**src/rtl/adcdmx_pkg.sv**
```systemverilog
package adcdmx_pkg;

    localparam int DEF_LANES    = 4;
    localparam int DEF_PHASE_N  = 8;
    localparam int DEF_SAMPLE_W = 12;
    localparam int DEF_STAMP_W  = 32;

    // classification of a frame marker against the local rotation
    typedef enum logic [1:0] {
        SYNC_NONE    = 2'd0,
        SYNC_ALIGNED = 2'd1,
        SYNC_SLIP    = 2'd2
    } sync_e;

endpackage

```
**src/rtl/adcdmx_phase_track.sv**
```systemverilog
module adcdmx_phase_track
    import adcdmx_pkg::*;
#(
    parameter int PHASE_N = DEF_PHASE_N,
    parameter int STAMP_W = DEF_STAMP_W,
    localparam int PH_W   = (PHASE_N > 1) ? $clog2(PHASE_N) : 1
) (
    input  logic               clk,
    input  logic               rst_n,
    input  logic               accept,
    input  logic               frame,
    output logic [PH_W-1:0]    use_phase,
    output logic               rot_end,
    output logic [STAMP_W-1:0] cur_stamp,
    output logic               slip_q
);

    localparam logic [PH_W-1:0] LAST_PH = PH_W'(PHASE_N - 1);

    typedef struct packed {
        logic [PH_W-1:0]    phase;
        logic [STAMP_W-1:0] stamp;
        logic               slip;
    } trk_t;

    trk_t  st_d, st_q;
    sync_e sync_d;

    always_comb begin
        st_d   = st_q;
        sync_d = SYNC_NONE;
        if (accept && frame) begin
            sync_d = (st_q.phase == '0) ? SYNC_ALIGNED : SYNC_SLIP;
        end
        use_phase = (sync_d != SYNC_NONE) ? '0 : st_q.phase;
        rot_end   = (use_phase == LAST_PH);
        cur_stamp = st_q.stamp;
        if (accept) begin
            st_d.phase = rot_end ? '0 : use_phase + PH_W'(1);
            if (rot_end) begin
                st_d.stamp = st_q.stamp + STAMP_W'(1);
            end
            if (sync_d == SYNC_SLIP) begin
                st_d.slip = 1'b1;
            end
        end
        slip_q = st_q.slip;
    end

    always_ff @(posedge clk) begin
        if (!rst_n) begin
            st_q <= '0;
        end else begin
            st_q <= st_d;
        end
    end

endmodule

```
**src/rtl/adcdmx_lane.sv**
```systemverilog
module adcdmx_lane #(
    parameter int LANE     = 0,
    parameter int PHASE_N  = 8,
    parameter int SAMPLE_W = 12,
    parameter int CH_W     = 5,
    localparam int PH_W    = (PHASE_N > 1) ? $clog2(PHASE_N) : 1
) (
    input  logic                clk,
    input  logic                rst_n,
    input  logic                accept,
    input  logic [PH_W-1:0]     phase,
    input  logic [SAMPLE_W-1:0] sample,
    output logic [CH_W-1:0]     chan_q,
    output logic [SAMPLE_W-1:0] data_q
);

    localparam logic [CH_W-1:0] BASE = CH_W'(LANE * PHASE_N);

    typedef struct packed {
        logic [CH_W-1:0]     chan;
        logic [SAMPLE_W-1:0] data;
    } lane_t;

    lane_t ln_d, ln_q;

    always_comb begin
        ln_d = ln_q;
        if (accept) begin
            ln_d.chan = BASE + CH_W'(phase);
            ln_d.data = sample;
        end
    end

    always_ff @(posedge clk) begin
        if (!rst_n) begin
            ln_q <= '0;
        end else begin
            ln_q <= ln_d;
        end
    end

    assign chan_q = ln_q.chan;
    assign data_q = ln_q.data;

endmodule

```
**src/rtl/adcdmx_top.sv**
```systemverilog
module adcdmx_top
    import adcdmx_pkg::*;
#(
    parameter int LANES    = DEF_LANES,
    parameter int PHASE_N  = DEF_PHASE_N,
    parameter int SAMPLE_W = DEF_SAMPLE_W,
    parameter int STAMP_W  = DEF_STAMP_W,
    localparam int CH_W    = $clog2(LANES * PHASE_N),
    localparam int PH_W    = (PHASE_N > 1) ? $clog2(PHASE_N) : 1
) (
    input  logic                      clk,
    input  logic                      rst_n,
    input  logic                      in_valid,
    input  logic                      in_frame,
    input  logic [LANES*SAMPLE_W-1:0] in_data,
    output logic                      out_valid,
    output logic [LANES*CH_W-1:0]     out_chan,
    output logic [LANES*SAMPLE_W-1:0] out_data,
    output logic                      out_tick,
    output logic [STAMP_W-1:0]        out_stamp,
    output logic                      phase_error
);

    typedef struct packed {
        logic               valid;
        logic               tick;
        logic [STAMP_W-1:0] stamp;
    } hdr_t;

    hdr_t hdr_d, hdr_q;

    logic [PH_W-1:0]    use_phase;
    logic               rot_end;
    logic [STAMP_W-1:0] cur_stamp;

    adcdmx_phase_track #(
        .PHASE_N (PHASE_N),
        .STAMP_W (STAMP_W)
    ) u_track (
        .clk       (clk),
        .rst_n     (rst_n),
        .accept    (in_valid),
        .frame     (in_frame),
        .use_phase (use_phase),
        .rot_end   (rot_end),
        .cur_stamp (cur_stamp),
        .slip_q    (phase_error)
    );

    for (genvar g = 0; g < LANES; g++) begin : g_lane
        adcdmx_lane #(
            .LANE     (g),
            .PHASE_N  (PHASE_N),
            .SAMPLE_W (SAMPLE_W),
            .CH_W     (CH_W)
        ) u_lane (
            .clk    (clk),
            .rst_n  (rst_n),
            .accept (in_valid),
            .phase  (use_phase),
            .sample (in_data[g*SAMPLE_W +: SAMPLE_W]),
            .chan_q (out_chan[g*CH_W +: CH_W]),
            .data_q (out_data[g*SAMPLE_W +: SAMPLE_W])
        );
    end

    always_comb begin
        hdr_d       = hdr_q;
        hdr_d.valid = in_valid;
        hdr_d.tick  = in_valid && rot_end;
        if (in_valid) begin
            hdr_d.stamp = cur_stamp;
        end
    end

    always_ff @(posedge clk) begin
        if (!rst_n) begin
            hdr_q <= '0;
        end else begin
            hdr_q <= hdr_d;
        end
    end

    assign out_valid = hdr_q.valid;
    assign out_tick  = hdr_q.tick;
    assign out_stamp = hdr_q.stamp;

endmodule

```
**config.mk**
```make
export PLATFORM = sky130hd
export DESIGN_NAME = adcdmx_top
export DESIGN_NICKNAME = d
export VERILOG_FILES = /design/src/rtl/adcdmx_pkg.sv /design/src/rtl/adcdmx_phase_track.sv /design/src/rtl/adcdmx_lane.sv /design/src/rtl/adcdmx_top.sv
export SDC_FILE = /design/constraint.sdc
export NUM_CORES = 1
export LEC_CHECK = 0
export ABC_AREA = 1
export BUFFER_PORTS_ARGS = -buffer_cell sky130_fd_sc_hd__buf_2
export CAP_MARGIN = 20
export CELL_PAD_IN_SITES_DETAIL_PLACEMENT = 1
export CELL_PAD_IN_SITES_GLOBAL_PLACEMENT = 2
export CORE_MARGIN = 1
export CORE_UTILIZATION = 25
export DETAILED_ROUTE_END_ITERATION = 12
export PLACE_DENSITY = 0.72
export SYNTH_ARGS = -nofsm -noshare
export SYNTH_HDL_FRONTEND = slang
export SYNTH_SLANG_ARGS = --single-unit
```
**constraint.sdc**
```tcl
create_clock -name clk -period 2.33 [get_ports clk]
set_input_delay 0.699 -clock clk [delete_from_list [all_inputs] [get_ports clk]]
set_output_delay 0.699 -clock clk [all_outputs]
set_load 0.03 [all_outputs]
```
Yosys cells after proc, flatten, opt, wreduce, memory -nomap -nowiden:

Cells that the tools add are included.

* bits in registers: 136
* input bits: 52
* output and inout port bits: 103

* add/sub/neg operators: 5
* equal/unequal tests: 2
* mux-type cells: 4
* reduce and logical (&&, ||, !) cells: 6

Operators with widths (number)
* adder 32 x 1 -> 32 bit, second input constant: 1
* two-way mux 3 bit: 2
* adder 4 x 3 -> 5 bit, first input constant: 1
* adder 4 x 4 -> 5 bit, first input constant: 1
* adder 5 x 3 -> 5 bit, first input constant: 1
* two-way mux 2 bit: 2
* AND reduction 2 bit: 2
* adder 3 x 1 -> 3 bit, second input constant: 1
* equality test 3 bit, second input constant: 1
* zero test 3 bit: 1
* equality test 2 bit, second input constant: 1
* logical AND 1 bit: 2
* nonzero test 2 bit: 1

Longest topological paths before layout:

* depth after elaboration: 7
* mapped depth: 14
* mapped depth without buffers: 13

Cells and area by module:

Synthesis repeated with hierarchy kept, for this count alone.

* cell total of the unflattened synthesis: 923
* area total of the unflattened synthesis: 6211.0 µm²

By module, submodules not included
* adcdmx_phase_track: instances 1, cells an instance 321, area each 2143.3 µm², seq. area each 720.7 µm²
* adcdmx_top: instances 1, cells an instance 209, area each 1381.3 µm², seq. area each 680.7 µm²
* adcdmx_lane at g_lane[1].u_lane ...: instances 2, cells an instance 99, area each 679.4 µm², seq. area each 320.3 µm²
* adcdmx_lane at g_lane[3].u_lane: instances 1, cells an instance 98, area each 675.6 µm², seq. area each 320.3 µm²
* adcdmx_lane at g_lane[0].u_lane: instances 1, cells an instance 97, area each 651.9 µm², seq. area each 300.3 µm²

Worst setup path before layout:

Ideal clock, no wire load.

* path type: input port to flip-flop
* start point: input port in_valid
* end point: register u_track.st_q, in the netlist u_track.cur_stamp[26]
* library setup time: 113 ps
* arrival: 2145 ps
* path slack: 73 ps
* cell stages on the path: 13
* path buffers: 1
* path through: buf_6 > nand2_1 > inv_1 > nor2_1 > ha_1 > ha_1 > nand3_2 > nor2_4 > nand4_1 > nor2_1 > nand2_1 > nand2_1 > nor2_1

* cells in the longest elaborated chain, start to end: 6

RTL lines
* from (decl): RTL line adcdmx_top.sv:13 `input logic in_valid,`
* logical AND 1 bit: RTL line adcdmx_phase_track.sv:32 `if (accept && frame) begin`
* two-way mux 2 bit: RTL line adcdmx_phase_track.sv:32
* nonzero test 2 bit: RTL line adcdmx_phase_track.sv:35 `use_phase = (sync_d != SYNC_NONE) ? '0 : st_q.phase;`
* two-way mux 3 bit: RTL line adcdmx_phase_track.sv:35
* named net g_lane[0].u_lane.phase[1]: RTL line adcdmx_lane.sv:11 `input logic [PH_W-1:0] phase,`
* equality test 3 bit: RTL line adcdmx_phase_track.sv:36 `rot_end = (use_phase == LAST_PH);`
* AND reduction 2 bit (no source line)
* to (signal assigned): RTL line adcdmx_phase_track.sv:54 `st_q <= st_d;`
* to (decl): RTL line adcdmx_phase_track.sv:26 `trk_t st_d, st_q;`

The timed path passes the listed nets, and every way through them passes these cells.
A chain may end at the register's enable or synchronous reset.

Worst setup path after layout:

* start point: input port in_valid
* end point: register u_track.st_q, in the netlist u_track.cur_stamp[8]

The elaborated chain is that of the path after synthesis.

==> results.txt <==
Row Count: 51
static leakage: 3.03 nW
global-route wire length before repair: 24900 um
Place WS: -0.245 ns
Syn Area/Cell: 7.47 um^2
post-CTS resize count: 0
status: finished clean
GRT Util Overall: 0.158
skew final: 0.00651 ns
Post-Syn Area: 4950 um^2
multiplexer share of the synthesized area: 0
Post-Synth Adder-Cell Area: 0.00759
# diodes: 0
Hold Buf Count CTS: 0
fraction of registers with async set/reset: 0
largest family of logic cells by synthesized area: simple AND/OR/NAND/NOR gates
RSZ-0062 raised after global routing: no
largest net degree at the start of global routing: 65
via density per instance: 4.41
total number of vias: 4767
CTS tree: built
number of global-route vias before repair: 5002
antenna violations before repair: 1
IO Count: 155
Max-slew headroom: 0.599
Synth Register Bits: 122
postcts setup bufs: 0
count of cell types in the netlist: 27
Post-synth top cells: nor2_1, dfxtp_1, o21ai_0, nand2_1, inv_1
CP startpoint: in_valid
GRT overflow: 0
synth warn: 0
post-synthesis compound-gate area fraction: 0.130
crit-path max cell delay: 0.24 ns
Period minus WS final: 2.11 ns
DIE AREA: 20400 um^2
Post-Synth XOR/XNOR Area: 0.00708
Max VDD drop: 0.541 mV
worst hold path class: flip-flop to flip-flop
TritonCTS Sinks: 122
Die Ht: 143 um
htree depth: 4
remaining antenna violation count: 0
drt drc: 0
Worst Path Arrival: 2.40 ns
share of cells above drive strength 1: 0.267
achievable frequency: 475 MHz
Core Box Area: 19400 um^2
CTS root buffer: clkbuf_16
Top FF cell, synth: dfxtp_1
Critical Path RT: 2.62 ns
Longest Clk Path Bufs: 2
maximum fanout along the worst path: 5
PD cells: 890 nW/um^2
total iterations of the first detailed-routing run: 4
Placer Congestion: 0.809
Final setup viols: 0
most common cell in the netlist: nor2_1
total power: 5.88 mW
Max stage delay cell, worst path: o21ai_0
CP Cell Sequence: buf_2 -> nand2_1 -> inv_1 -> nor2_1 -> ha_1 -> ha_1 -> nand3_2 -> nor2_4 -> buf_4 -> nand3_1 -> o21ai_0 -> a21oi_1
Worst Tran Pin Value: 0.601 ns
register area share after synthesis: 0.494
Post-Synth Simple-Gate Area: 0.276
# fillers: 2444
CP most frequent cell: ha_1
Die Wd: 143 um
Hold Violations, Final: 0
starting density of the core: 0.255
hold_sp: u_track.slip_q
DP HPWL: 10900 um
WS Path Type: primary input to flip-flop
max cap viols: 0
1st-iter DRT viols: 144
post-synth top area cell: dfxtp_1
Area Overhead vs Synth: 33.5%
Tcrit/Tclk final: 0.903
Crit. End Element: flip-flop
Worst R2R Start: u_track.st_q[34]
Pins Over Slew Limit: 0
synth top area cells: dfxtp_1, nor2_1, o21ai_0
Port Buffers: 150
wire per inst: 13.9 um
synthesized instance count: 662
clock transition at the registers of the reported paths: 0.06 ns
CP Launch Type: primary input
TritonCTS Buffers: 17
clk_lat worst skew: 0.42 ns
fin nets: 859
top-area cell type share of the netlist area: 0.494
Routed WL: 15000 um
number of synthesized flops with an enable pin: 0
setup ws final: 0.225 ns
metal layers:
metal | track usage | up-vias | wire, um
met3 | 0.0573 | 20 | 947
met4 | 0.0583 | 2 | 215
met2 | 0.264 | 109 | 7130
li1 | - | 2382 | -
met5 | 0 | - | 17
met1 | 0.184 | 2254 | 6740
critical path: cells and delay by family:
kind	cells	cell delay (ns)
AND/OR/NAND/NOR	5	0.63
adder cells (fa/ha/maj)	2	0.39
AO/OA/AOI/OAI	2	0.34
buffers and inverters	3	0.33
logic make-up after synthesis:
family / Yosys count
simple gates: 314
flops: 122
fa+ha+maj: 3
compound gates: 127
other cells: 1
buf+inv: 91
xor+xnor: 4
flip-flops by register name, summed over array words and instances (netlist names):
signal	count
g_lane.u_lane.data_q	48
out_stamp	32
u_track.cur_stamp	32
g_lane.u_lane.chan_q	4
u_track.st_q	3
out_tick	1
out_valid	1
u_track.slip_q	1
layout make-up:
type,count,area (um^2),share of cell area
Clock buffer,22,464,0.0703
Sequential cell,122,2440,0.370
Multi-Input combinational cell,452,2100,0.317
Tap cell,265,332,0.0502
Timing Repair Buffer,168,898,0.136
Inverter,43,161,0.0244
Clock inverter,10,213,0.0322
cell usage in the layout (no fill, tap or decap), types with 4 or more instances in the layout:
cell and n:
a21oi_1 29, buf_2 150, buf_4 17, bufinv_16 6
clkbuf_16 17, conb_1 4, dfxtp_1 122, inv_1 41
nand2_1 69, nand3_1 19, nand4_1 9, nor2_1 193
nor2_2 6, nor2_4 5, o21ai_0 94
worst paths after layout:
kind,slack (ns),cells after the start,to
max,0.22,12,u_track.cur_stamp[8]
min,0.47,2,u_track.slip_q
max reg2reg,0.39,10,u_track.cur_stamp[8]
min reg2reg,0.47,2,u_track.slip_q
power by group:
group	leakage, nW	switching [mW]	internal [mW]
Combinational	1.71	0.427	0.174
Sequential	1.00	0.0471	2.18
Clock	0.321	0.977	2.07
through the flow:
stage | utilization | instances | hold WS [ns] | instance area (um^2) | setup TNS [ns]
after floorplan | - | 665 | 0.449 | 4960 | 0
after global placement | 0.306 | 1050 | 0.458 | 5930 | -0.391
after detailed placement | 0.306 | 1050 | 0.470 | 5930 | -4.07
after CTS | 0.340 | 1082 | 0.484 | 6600 | 0
after global routing | 0.341 | 1082 | 0.500 | 6610 | 0
final | 0.341 | 1082 | 0.474 | 6610 | 0
(Power assumes the default switching activity.)
